### config.mk
export PLATFORM = sky130hd
export DESIGN_NAME = instr_exec_unit
export DESIGN_NICKNAME = d
export VERILOG_FILES = /design/src/rtl/exu_pkg.sv /design/src/rtl/exu_plan.sv /design/src/rtl/exu_alu.sv /design/src/rtl/exu_ctrl.sv /design/src/rtl/instr_exec_unit.sv
export SDC_FILE = /design/constraint.sdc
export NUM_CORES = 1
export LEC_CHECK = 0
export BUFFER_PORTS_ARGS = -buffer_cell sky130_fd_sc_hd__buf_2
export CORE_MARGIN = 8
export CORE_UTILIZATION = 55
export DETAILED_ROUTE_END_ITERATION = 10
export GPL_TIMING_DRIVEN = 0
export PLACE_DENSITY = 0.76
export SYNTH_ARGS = -nofsm -noshare
export SYNTH_HDL_FRONTEND = slang
export SYNTH_SLANG_ARGS = --single-unit
### constraint.sdc
create_clock -name clk -period 7.05 [get_ports clk]
set_clock_uncertainty 0.1 [all_clocks]
set_input_delay 1.41 -clock clk [delete_from_list [all_inputs] [get_ports clk]]
set_output_delay 1.41 -clock clk [all_outputs]
set_load 0.005 [all_outputs]
### src/rtl/exu_pkg.sv
package exu_pkg;

  localparam int OP_W   = 4;
  localparam int MODE_W = 2;

  localparam logic [OP_W-1:0] OP_HALT = 4'd0;
  localparam logic [OP_W-1:0] OP_MOVE = 4'd1;
  localparam logic [OP_W-1:0] OP_ADD  = 4'd2;
  localparam logic [OP_W-1:0] OP_SUB  = 4'd3;
  localparam logic [OP_W-1:0] OP_JUMP = 4'd4;
  localparam logic [OP_W-1:0] OP_JZ   = 4'd5;
  localparam logic [OP_W-1:0] OP_JNZ  = 4'd6;
  localparam logic [OP_W-1:0] OP_SEQ  = 4'd7;
  localparam logic [OP_W-1:0] OP_SLT  = 4'd8;
  localparam logic [OP_W-1:0] OP_DJNZ = 4'd9;
  localparam logic [OP_W-1:0] OP_FORK = 4'd10;

  typedef enum logic [1:0] {
    ST_IDLE  = 2'd0,
    ST_RD_A  = 2'd1,
    ST_RD_B  = 2'd2,
    ST_EXEC  = 2'd3
  } exu_state_e;

endpackage

### src/rtl/exu_plan.sv
module exu_plan
  import exu_pkg::*;
(
  input  logic [OP_W-1:0] op,
  input  logic            a_lit,
  input  logic            b_lit,
  output logic            need_a,
  output logic            need_b,
  output logic            do_write
);

  logic a_word_op;
  logic b_word_op;
  logic wr_op;

  always_comb begin
    a_word_op = 1'b0;
    b_word_op = 1'b0;
    wr_op     = 1'b0;
    unique case (op)
      OP_MOVE: begin a_word_op = 1'b1; b_word_op = a_lit; wr_op = 1'b1; end
      OP_ADD,
      OP_SUB:  begin a_word_op = 1'b1; b_word_op = 1'b1;  wr_op = 1'b1; end
      OP_SEQ,
      OP_SLT:  begin a_word_op = 1'b1; b_word_op = 1'b1; end
      OP_JZ,
      OP_JNZ:  b_word_op = 1'b1;
      OP_DJNZ: begin b_word_op = 1'b1; wr_op = 1'b1; end
      default: ;
    endcase
    need_a   = a_word_op & ~a_lit;
    need_b   = b_word_op & ~b_lit;
    do_write = wr_op & ~b_lit;
  end

endmodule

### src/rtl/exu_alu.sv
module exu_alu
  import exu_pkg::*;
#(
  parameter int CORE_SIZE = 8000,
  parameter int AW        = $clog2(CORE_SIZE),
  parameter int WW        = OP_W + 2 * MODE_W + 2 * AW
)(
  input  logic [OP_W-1:0] op,
  input  logic [AW-1:0]   pc,
  input  logic            a_lit,
  input  logic [AW-1:0]   a_val,
  input  logic            b_lit,
  input  logic [AW-1:0]   b_val,
  input  logic [WW-1:0]   a_word,
  input  logic [WW-1:0]   b_word,
  output logic [WW-1:0]   wr_word,
  output logic            kill,
  output logic [AW-1:0]   next_pc,
  output logic            spawn,
  output logic [AW-1:0]   spawn_pc
);

  localparam logic [AW:0] CS = CORE_SIZE[AW:0];

  function automatic logic [AW-1:0] madd(input logic [AW-1:0] x, input logic [AW-1:0] y);
    logic [AW:0] s;
    s = {1'b0, x} + {1'b0, y};
    if (s >= CS) s = s - CS;
    return s[AW-1:0];
  endfunction

  function automatic logic [AW-1:0] msub(input logic [AW-1:0] x, input logic [AW-1:0] y);
    logic [AW:0] s;
    if (x >= y) s = {1'b0, x} - {1'b0, y};
    else        s = {1'b0, x} + CS - {1'b0, y};
    return s[AW-1:0];
  endfunction

  logic [AW-1:0] a_af, a_bf, b_af, b_bf;
  logic [AW-1:0] b_side, a_side;
  logic [AW-1:0] pc_p1, pc_p2, dec_v;
  logic          equal_w;

  always_comb begin
    a_bf    = a_word[AW-1:0];
    a_af    = a_word[2*AW-1:AW];
    b_bf    = b_word[AW-1:0];
    b_af    = b_word[2*AW-1:AW];
    b_side  = b_lit ? b_val : b_bf;
    a_side  = a_lit ? a_val : a_bf;
    pc_p1   = madd(pc, {{(AW-1){1'b0}}, 1'b1});
    pc_p2   = madd(pc_p1, {{(AW-1){1'b0}}, 1'b1});
    dec_v   = msub(b_side, {{(AW-1){1'b0}}, 1'b1});
    if (a_lit)      equal_w = (a_val == b_side);
    else if (b_lit) equal_w = (a_bf == b_side);
    else            equal_w = (a_word == b_word);
  end

  always_comb begin
    wr_word  = b_word;
    kill     = 1'b0;
    next_pc  = pc_p1;
    spawn    = 1'b0;
    spawn_pc = a_val;
    unique case (op)
      OP_MOVE: begin
        if (a_lit) wr_word[AW-1:0] = a_val;
        else       wr_word = a_word;
      end
      OP_ADD: begin
        if (a_lit) wr_word[AW-1:0] = madd(b_bf, a_val);
        else begin
          wr_word[AW-1:0]    = madd(b_bf, a_bf);
          wr_word[2*AW-1:AW] = madd(b_af, a_af);
        end
      end
      OP_SUB: begin
        if (a_lit) wr_word[AW-1:0] = msub(b_bf, a_val);
        else begin
          wr_word[AW-1:0]    = msub(b_bf, a_bf);
          wr_word[2*AW-1:AW] = msub(b_af, a_af);
        end
      end
      OP_JUMP: next_pc = a_val;
      OP_JZ:   if (b_side == '0) next_pc = a_val;
      OP_JNZ:  if (b_side != '0) next_pc = a_val;
      OP_SEQ:  if (equal_w) next_pc = pc_p2;
      OP_SLT:  if (a_side < b_side) next_pc = pc_p2;
      OP_DJNZ: begin
        wr_word[AW-1:0] = dec_v;
        if (dec_v != '0) next_pc = a_val;
      end
      OP_FORK: spawn = 1'b1;
      default: kill = 1'b1;
    endcase
  end

endmodule

### src/rtl/exu_ctrl.sv
module exu_ctrl
  import exu_pkg::*;
#(
  parameter int AW = 13,
  parameter int WW = 34
)(
  input  logic          clk,
  input  logic          rst_n,
  input  logic          start,
  input  logic          need_a_in,
  input  logic          need_b_in,
  input  logic          write_in,
  input  logic [AW-1:0] a_addr,
  input  logic [AW-1:0] b_addr,
  input  logic [WW-1:0] mem_rdata,
  output logic          ready,
  output logic          done,
  output logic [AW-1:0] mem_addr,
  output logic          mem_re,
  output logic          mem_we,
  output logic [WW-1:0] a_word
);

  exu_state_e    state_q, state_d;
  logic          need_b_q, need_b_d;
  logic          write_q, write_d;
  logic [WW-1:0] a_hold_q, a_hold_d;
  logic          accept;

  assign accept = start & (state_q == ST_IDLE);

  always_comb begin
    state_d  = state_q;
    need_b_d = need_b_q;
    write_d  = write_q;
    a_hold_d = a_hold_q;
    ready    = 1'b0;
    done     = 1'b0;
    mem_re   = 1'b0;
    mem_we   = 1'b0;
    mem_addr = b_addr;
    unique case (state_q)
      ST_IDLE: begin
        ready = 1'b1;
        if (accept) begin
          need_b_d = need_b_in;
          write_d  = write_in;
          if (need_a_in)      state_d = ST_RD_A;
          else if (need_b_in) state_d = ST_RD_B;
          else                state_d = ST_EXEC;
        end
      end
      ST_RD_A: begin
        mem_re   = 1'b1;
        mem_addr = a_addr;
        state_d  = need_b_q ? ST_RD_B : ST_EXEC;
      end
      ST_RD_B: begin
        mem_re   = 1'b1;
        a_hold_d = mem_rdata;
        state_d  = ST_EXEC;
      end
      default: begin
        done    = 1'b1;
        mem_we  = write_q;
        state_d = ST_IDLE;
      end
    endcase
  end

  // A word: held copy when a B read followed, else the live read port
  assign a_word = need_b_q ? a_hold_q : mem_rdata;

  always_ff @(posedge clk or negedge rst_n) begin
    if (!rst_n) begin
      state_q  <= ST_IDLE;
      need_b_q <= 1'b0;
      write_q  <= 1'b0;
      a_hold_q <= '0;
    end else begin
      state_q  <= state_d;
      need_b_q <= need_b_d;
      write_q  <= write_d;
      a_hold_q <= a_hold_d;
    end
  end

  assert_busy_after_start_R12: assert property (@(posedge clk) disable iff (!rst_n)
    (start && ready) |=> !ready);

  assert_port_exclusive_R12: assert property (@(posedge clk) disable iff (!rst_n)
    !(mem_re && mem_we));

  assert_write_only_at_end_R12: assert property (@(posedge clk) disable iff (!rst_n)
    mem_we |-> done);

endmodule

### src/rtl/instr_exec_unit.sv
module instr_exec_unit
  import exu_pkg::*;
#(
  parameter int CORE_SIZE = 8000,
  localparam int AW = $clog2(CORE_SIZE),
  localparam int WW = OP_W + 2 * MODE_W + 2 * AW
)(
  input  logic            clk,
  input  logic            rst_n,
  input  logic            start,
  output logic            ready,
  input  logic [OP_W-1:0] instr_op,
  input  logic [AW-1:0]   cur_pc,
  input  logic            a_is_lit,
  input  logic [AW-1:0]   a_value,
  input  logic            b_is_lit,
  input  logic [AW-1:0]   b_value,
  output logic [AW-1:0]   mem_addr,
  output logic            mem_re,
  output logic            mem_we,
  output logic [WW-1:0]   mem_wdata,
  input  logic [WW-1:0]   mem_rdata,
  output logic            done,
  output logic            kill,
  output logic [AW-1:0]   next_pc,
  output logic            spawn,
  output logic [AW-1:0]   spawn_pc
);

  // reset: asserted asynchronously, deasserted on the clock
  logic [1:0] rst_sync_q;
  logic       rst_int_n;

  always_ff @(posedge clk or negedge rst_n) begin
    if (!rst_n) rst_sync_q <= 2'b00;
    else        rst_sync_q <= {rst_sync_q[0], 1'b1};
  end
  assign rst_int_n = rst_sync_q[1];

  // operand capture with explicit clock enable
  logic [OP_W-1:0] op_q, op_d;
  logic [AW-1:0]   pc_q, pc_d, a_q, a_d, b_q, b_d;
  logic            a_lit_q, a_lit_d, b_lit_q, b_lit_d;
  logic            load_en;

  assign load_en = start & ready;

  always_comb begin
    op_d    = load_en ? instr_op : op_q;
    pc_d    = load_en ? cur_pc   : pc_q;
    a_d     = load_en ? a_value  : a_q;
    b_d     = load_en ? b_value  : b_q;
    a_lit_d = load_en ? a_is_lit : a_lit_q;
    b_lit_d = load_en ? b_is_lit : b_lit_q;
  end

  always_ff @(posedge clk or negedge rst_int_n) begin
    if (!rst_int_n) begin
      op_q    <= OP_HALT;
      pc_q    <= '0;
      a_q     <= '0;
      b_q     <= '0;
      a_lit_q <= 1'b0;
      b_lit_q <= 1'b0;
    end else begin
      op_q    <= op_d;
      pc_q    <= pc_d;
      a_q     <= a_d;
      b_q     <= b_d;
      a_lit_q <= a_lit_d;
      b_lit_q <= b_lit_d;
    end
  end

  logic          need_a, need_b, do_write;
  logic [WW-1:0] a_word;
  logic          alu_kill, alu_spawn;

  exu_plan plan_i (
    .op       (instr_op),
    .a_lit    (a_is_lit),
    .b_lit    (b_is_lit),
    .need_a   (need_a),
    .need_b   (need_b),
    .do_write (do_write)
  );

  exu_ctrl #(.AW(AW), .WW(WW)) ctrl_i (
    .clk       (clk),
    .rst_n     (rst_int_n),
    .start     (start),
    .need_a_in (need_a),
    .need_b_in (need_b),
    .write_in  (do_write),
    .a_addr    (a_q),
    .b_addr    (b_q),
    .mem_rdata (mem_rdata),
    .ready     (ready),
    .done      (done),
    .mem_addr  (mem_addr),
    .mem_re    (mem_re),
    .mem_we    (mem_we),
    .a_word    (a_word)
  );

  exu_alu #(.CORE_SIZE(CORE_SIZE), .AW(AW), .WW(WW)) alu_i (
    .op       (op_q),
    .pc       (pc_q),
    .a_lit    (a_lit_q),
    .a_val    (a_q),
    .b_lit    (b_lit_q),
    .b_val    (b_q),
    .a_word   (a_word),
    .b_word   (mem_rdata),
    .wr_word  (mem_wdata),
    .kill     (alu_kill),
    .next_pc  (next_pc),
    .spawn    (alu_spawn),
    .spawn_pc (spawn_pc)
  );

  assign kill  = done & alu_kill;
  assign spawn = done & alu_spawn;

  assert_kill_is_quiet_R10: assert property (@(posedge clk) disable iff (!rst_int_n)
    kill |-> (!mem_we && !spawn));

  assert_literal_b_no_write_R11: assert property (@(posedge clk) disable iff (!rst_int_n)
    mem_we |-> (!b_lit_q && mem_addr == b_q));

  assert_pc_in_core_R13: assert property (@(posedge clk) disable iff (!rst_int_n)
    (done && !kill) |-> (int'(next_pc) < CORE_SIZE));

endmodule

==> metrics, run 1 <==
status=complete, no violations; synth unique cells=88; Final HPWL DP=39.77 mm; Die ar.=29730 sq um; Crit path required time=5.54 ns; final WL=50.27 mm; synth top area cells=dfrtp_1, ha_1, mux2_2, xnor2_1, a21oi_1; Post-Syn Nets=1929; met1 Track Usage GR=44.67%; Worst setup SP type=input port; final cycle utilization of the critical path=99.30%; Slew HR=32.53%; final slew viol count=0; Worst Tran Pin Value=1.012 ns; grt ovf=0; # IOs=161; cts bufs inserted=9; Syn Inst Count=1697; Fill cells=2143; placed cell area=14690 sq um; power per cell area=554.3 nW/um^2; vias=13990; static leakage=0.006680 uW; Post-Syn Area=13460 sq um; root buf cell=clkbuf_16; Clock Tree Buf Depth=2; CP Capture Type=output port; area growth from synthesis to layout=15.69%; All-Layer GR Usage=33.30%; area fraction of the dominant cell type after synthesis=15.81%; ys flop type=dfrtp_1; maximum clock frequency=142.8 MHz; GR Layer Usage met2=52.46%; area leader, netlist=dfrtp_1; endpoints failing setup=0; Peak VDD IR=0.0003024 V; largest net degree at the start of global routing=44; DR pass1 iterations=9; most common cell after layout, fill and taps aside=buf_2; crit path kind=in -> out; GRT Max-Usage Layer=met2; DRC viols=0; #FFs+latches synth=85; number of global-route vias before repair=13690; H-tree Lvls=3; chip height=172.4 um; Worst path max stage delay=0.43 ns; core footprint=24180 sq um; crit path max fanout=7; Final #Nets=2107; IO Port Bufs=160; CTS tree=built; Final Instance Area=15570 sq um; min-delay worst type=reg -> async; Die W=172.4 um; post-layout min period=7.001 ns; FF/Latch Area=2131 sq um; register area share after synthesis=15.81%; Initial Util=55.65%; Post-synth ARST share=100.0%; WL/cell=22.78 um; CP arrival=5.49 ns; GP Congestion=1.071; # rows=57; DRT antenna net count=0; final hold violation count=0; # clock sinks=85; Sum Neg Setup Slack=0 ns; Buf/Inv on CP=3; CTS Hold Bufs=0; Synthesis Warnings=0; initial drt markers=1675; ratio of cells with drive above 1 in the final layout=22.34%; later-pin clock latency in the skew report=0.36 ns; global-route wire length before repair=76.76 mm; max_cap viols=0; commonest non-fill, non-tap cells in the layout=buf_2, ha_1, nor2_1; initial antenna violation count=4; area occupied by multi-input gates=10860 sq um; grt met3 use=8.607%; Reg clk slew, reported paths=0.08 ns; number of synthesized flops with an enable pin=0; slowest CP cell=o41a_1; delay-heaviest family, CP=compound AO/OA/AOI/OAI gates; Avg Vias per Cell=6.341; Avg Inst Size Synth=7.929 sq um; CP Cell Sequence=buf_4 -> mux2i_4 -> ha_1 -> nor2b_1 -> o21a_1 -> o21bai_1 -> a21oi_2 -> o41a_1 -> xnor2_2 -> inv_1 -> ha_2 -> nand3b_1 -> or3_4 -> o41ai_4 -> nand3_2 -> o21ai_4 -> mux2_4 -> o21ai_2 -> a31oi_2 -> buf_2
## cell usage after synthesis (7+ instances only)
master     number
a2111oi_0       7
a211oi_1       18
a21o_1         16
a21oi_1       120
a221o_1         9
a221oi_1        9
a22oi_1        12
a31oi_1        13
a41oi_1         7
and2_1         12
and3_1         12
buf_1          12
buf_2           9
clkbuf_1       62
dfrtp_1        85
fa_1           13
ha_1          137
inv_1         124
mux2_2        107
mux2i_1        37
nand2_1       106
nand2b_1       16
nand3_1        34
nand4_1        14
nor2_1        127
nor2b_1        27
nor3_1         44
nor3b_1         9
nor4_1         16
o211ai_1       16
o21a_1         10
o21ai_0       106
o21bai_1       20
o221ai_1        7
o31ai_1        19
or2_2          13
or3_1          18
xnor2_1       118
xor2_1         38
## worst reg2reg max path, cell delays in order, from the launching register on
cell and delay, ns:
dfrtp_1 0.41, inv_1 0.13, ha_1 0.16, clkbuf_1 0.37, buf_1 0.81, mux2_2 0.43
## sequential cells by signal (all words and copies together), names as in the netlist
signal and cells:
a_lit_q 1, a_q 13, b_lit_q 1, b_q 13, ctrl_i.a_hold_q 34, ctrl_i.need_b_q 1
ctrl_i.state_q 2, ctrl_i.write_q 1, op_q 4, pc_q 13, rst_sync_q 2
## metal layers
layer	vias up	share of wire [%]
li1	6470	-
met1	6630	42
met2	803	44
met3	89	12
met4	2	1.9
met5	-	0.026
## report_power, final
| part | leakage [uW] | total, uW | switching, uW | internal, uW |
|---|---|---|---|---|
| clock network | 0.000149 | 521 | 233 | 288 |
| logic | 0.00553 | 7030 | 4180 | 2850 |
| registers | 0.00100 | 1070 | 341 | 733 |
## cells by family after synthesis
logic type | count (synthesis) | synth area share [%]
compound gates | 463 | 23.01
xor+xnor | 158 | 10.40
fa+ha+maj | 151 | 14.75
buf+inv | 216 | 6.249
flops | 85 | 15.81
mux | 145 | 11.82
other cells | 1 | 0.02787
simple gates | 478 | 17.95
## cell type report
cell class,instances,area share (%)
multi-input combinational,1396,69.79
sequential,85,13.69
timing repair buffer,174,6.020
inverter,128,3.103
buffer,81,2.765
tap,324,2.604
clock buffer,10,1.535
clock inverter,6,0.4421
antenna,3,0.04823
## stage by stage
stage | std cells | utilization (%) | hold WS, ns | setup WS (ns) | total power, uW
3_5_place_dp | 2182 | 60.77 | 0.2366 | -1.891 | 7476
4_1_cts | 2200 | 63.53 | 0.2353 | 0.001983 | 8276
3_3_place_gp | 2181 | 60.64 | 0.2358 | -1.803 | 7382
2_1_floorplan | 1697 | - | 0.2312 | 0.2747 | 5534
6_report | 2207 | 64.38 | 0.2142 | 0.04944 | 8629
5_1_grt | 2207 | 64.38 | 0.2637 | -0.04871 | 9223
## final timing paths
| path | startpoint | endpoint | slack (ns) | cells past startpoint |
|---|---|---|---|---|
| setup / recovery | mem_rdata[14] | mem_wdata[20] | 0.05 | 20 |
| hold / removal | rst_sync_q[1] | ctrl_i.a_hold_q[32] | 0.21 | 0 |
| setup reg to reg | ctrl_i.state_q[0] | ctrl_i.a_hold_q[10] | 4.52 | 5 |
| hold reg to reg | rst_sync_q[1] | ctrl_i.a_hold_q[32] | 0.21 | 0 |
| max in group asynchronous | rst_sync_q[1] | ctrl_i.a_hold_q[4] | 5.98 | 1 |
| min in group clk | rst_sync_q[0] | rst_sync_q[1] | 0.25 | 0 |
## repair_timing
action,CTS,global route
pin swaps,14,17
resized for setup,81,42
buffers inserted,7,6
setup endpoints to repair,31,26
endpoints found under the hold margin,0,0
Note: power is estimated with default switching activity, not from simulation.
==> inputs of run 2 (changes only) <==
- ABC_AREA: not set -> 1
- HOLD_SLACK_MARGIN: not set -> 0.15
- SKIP_CTS_REPAIR_TIMING: not set -> 1
==> run 2 against run 1 <==
Compared with the run above: non-clock buffer count shrank 13; worst setup slack gained 0.097 ns; via count grew 24%; worst hold slack gained 0.055 ns; synthesized cell count grew 37%; sequential cell count is the same; sequential share of layout area shrank 0.57 points; synthesized area grew 7.6%; clock power grew 6.7%; total power shrank 7.2%; first-iteration DRC count grew 10%; fmax grew 1.4%; critical endpoint is now mem_wdata[7]; largest power group unchanged.
==> metrics, run 2 <==
GP Congestion=1.042 (-2.7%); NetSw=4919 uW (+3.4%); static leakage=0.008087 uW (+21%); final hold violation count=0 (unchanged); synth unique cells=72 (-18%); # clock sinks=85 (unchanged); CP Capture Type=output port; DRC viols=0 (unchanged); initial antenna violation count=2 (-2); crit path max fanout=9 (+2); Final #Nets=2740 (+30%); chip height=178.3 um (+3.4%); later-pin clock latency in the skew report=0.37 ns (about the same); root buf cell=clkbuf_16; final slew viol count=0 (unchanged); power per cell area=493.0 nW/um^2 (-11%); Initial Util=55.74% (+0.086 points); synth top area cells=dfrtp_1, nand2_1, ha_1, o21ai_0, inv_1; area leader, netlist=dfrtp_1; Comb power frac=80.7% (-0.8 points); Post-synth ARST share=100.0% (unchanged); crit path kind=in -> out; clock share of power=6.9% (+0.9 points); DRT antenna net count=0 (unchanged); maximum clock frequency=144.8 MHz (+1.4%); H-tree Lvls=3 (unchanged); grt ovf=0 (unchanged); CTS tree=built; initial drt markers=1847 (+10%); WHS=0.2694 ns (+0.05516 ns); Peak VDD IR=0.0003513 V (+16%); Clock Tree Buf Depth=2 (unchanged); post-synthesis compound-gate area fraction=21.75% (-1.3 points); status=complete, no violations; Syn Inst Count=2333 (+37%); Most flops, register=ctrl_i.a_hold_q; final cycle utilization of the critical path=97.93% (-1.4 points); area growth from synthesis to layout=12.15%; max_cap viols=0 (unchanged); Avg Inst Size Synth=6.208 sq um (-22%); Reg clk slew, reported paths=0.09 ns (about the same); Cell Count, Final, Fillers Out=2849 (+29%); largest net degree at the start of global routing=68 (+55%); XOR/XNOR Fraction of Synth Area=6.747% (-3.6 points); Die ar.=31780 sq um (+6.9%); commonest non-fill, non-tap cells in the layout=nand2_1, inv_1, o21ai_0; Post-Syn Area=14480 sq um (+7.6%); Avg Vias per Cell=6.115 (-3.6%); #FFs+latches synth=85 (unchanged); Slew HR=23.49% (-9.0 points); core footprint=25980 sq um (+7.5%); main combinational cell family by area after synthesis=simple AND/OR/NAND/NOR gates; ys flop type=dfrtp_1; Largest register FFs=34 (unchanged); Worst setup SP type=input port; final WL=60.91 mm (+21%); Final HPWL DP=49.36 mm (+24%); number of synthesized flops with an enable pin=0 (unchanged); DR pass1 iterations=6 (-3); post-synthesis mux area share=0% (-12 points); Worst Tran Pin Value=1.143 ns (+0.1314 ns); register area share after synthesis=14.69% (-1.1 points); Synthesis Warnings=0 (unchanged); area fraction of the dominant cell type after synthesis=14.69% (-1.1 points); Cells after DPL=2829 (+30%); register share of total power=12.3% (-0.2 points); CP arrival=5.39 ns (-0.10 ns); cts bufs inserted=9 (unchanged); number of global-route vias before repair=16420 (+20%); post-layout min period=6.904 ns (-0.09664 ns); top-count cell post-synth=nand2_1; endpoints failing setup=0 (unchanged); Post-Syn Nets=2565 (+33%); Int Pwr=3089 uW (-20%); IO Port Bufs=160 (unchanged); # IOs=161 (unchanged); sw frac=61.42% (+6.3 points); synth cell count leaders=nand2_1, inv_1, o21ai_0; vias=17420 (+24%); global-route wire length before repair=91.56 mm (+19%); min-delay worst type=reg -> reg; Synth Area in Simple Gates=32.26% (+14 points); All-Layer GR Usage=37.23% (+3.9 points); ratio of cells with drive above 1 in the final layout=12.69% (-9.6 points); post-synthesis adder-cell area fraction=13.63% (-1.1 points); WL/cell=21.38 um (-6.1%); # rows=59 (+3.5%); Die W=178.3 um (+3.4%); Crit path required time=5.54 ns (about the same); most common cell after layout, fill and taps aside=nand2_1
## run 2: changes by cell type in the layout (fill, tap and decap cells not counted), moves of 26 or more
cell / previous run / this run
nand3_1: 33 / 139
mux2_2: 104 / 0
nand2_1: 106 / 548
inv_1: 119 / 318
nand4_1: 14 / 52
xor2_1: 35 / 84
mux2i_1: 34 / 0
xnor2_1: 115 / 19
o21ai_0: 96 / 231
a21oi_1: 114 / 152
nor2_1: 127 / 162
nor2b_1: 27 / 1
## run 2: power by group through the flow
stage / clock network [uW] / logic (uW) / registers (uW)
finish: 556 / 6460 / 987
global route: 570 / 7060 / 1010
CTS: 555 / 6210 / 975
detailed placement: 0 / 6180 / 985
global placement: 0 / 6070 / 982
floorplan: 0 / 4240 / 878
## run 2: logic make-up after synthesis
kind of cell / count (synthesis)
flops: 85
fa+ha+maj: 150
compound gates: 545
other cells: 1
simple gates: 1038
xor+xnor: 109
buf+inv: 405
## run 2: cell type report
class                      instances  area, sq um
antenna                            1        2.502
buffer                            78        376.6
clock buffer                       9        225.2
clock inverter                     7        102.6
fill                            2540         9741
inverter                         327         1229
multi-input combinational       1843        10900
sequential                        85         2131
tap                              335        419.2
timing repair buffer             164        863.3
## run 2: critical path: stages
cell,delay (ns)
clkbuf_4,0.24
inv_1,0.12
o21ai_4,0.26
inv_1,0.07
ha_1,0.26
buf_2,0.19
nor4_4,0.31
a21oi_2,0.11
o21bai_1,0.21
xor2_1,0.30
inv_1,0.13
ha_1,0.25
inv_1,0.10
nor4_2,0.05
nand3_1,0.13
nor3_2,0.07
a21oi_2,0.33
nand2_2,0.16
nand2_1,0.09
nand3_1,0.08
nand3_1,0.18
nand4_1,0.16
buf_2,0.16
## run 2: path summary, 6_finish.rpt
kind	to	cells past startpoint	slack (ns)	startpoint
setup / recovery	mem_wdata[7]	23	0.15	mem_rdata[3]
hold / removal	rst_sync_q[1]	0	0.27	rst_sync_q[0]
setup reg to reg	a_lit_q	4	4.49	a_lit_q
hold reg to reg	rst_sync_q[1]	0	0.27	rst_sync_q[0]
max in group asynchronous	ctrl_i.write_q	1	5.53	rst_sync_q[1]
min in group asynchronous	ctrl_i.a_hold_q[27]	1	0.31	rst_sync_q[1]
## run 2: metal layers
layer | track usage, % | routed length, um | vias up
li1 | - | - | 8111
met1 | 49.12 | 25040 | 8079
met2 | 56.96 | 25870 | 1028
met3 | 8.256 | 6921 | 202
met4 | 17.67 | 3066 | 2
met5 | 0 | 13 | -
## run 2: stage by stage
stage               worst slack (ns)  area [sq um]  utilization, %  power [uW]  setup TNS, ns
floorplan                      1.118         14480               -        5120              0
global placement             -0.5528         15700           60.43        7053         -8.857
detailed placement           -0.5331         15740           60.55        7164         -5.738
CTS                          -0.7108         16060           61.82        7743         -10.72
global route                -0.04548         16240           62.50        8637        -0.1182
finish                        0.1461         16240           62.51        8008              0
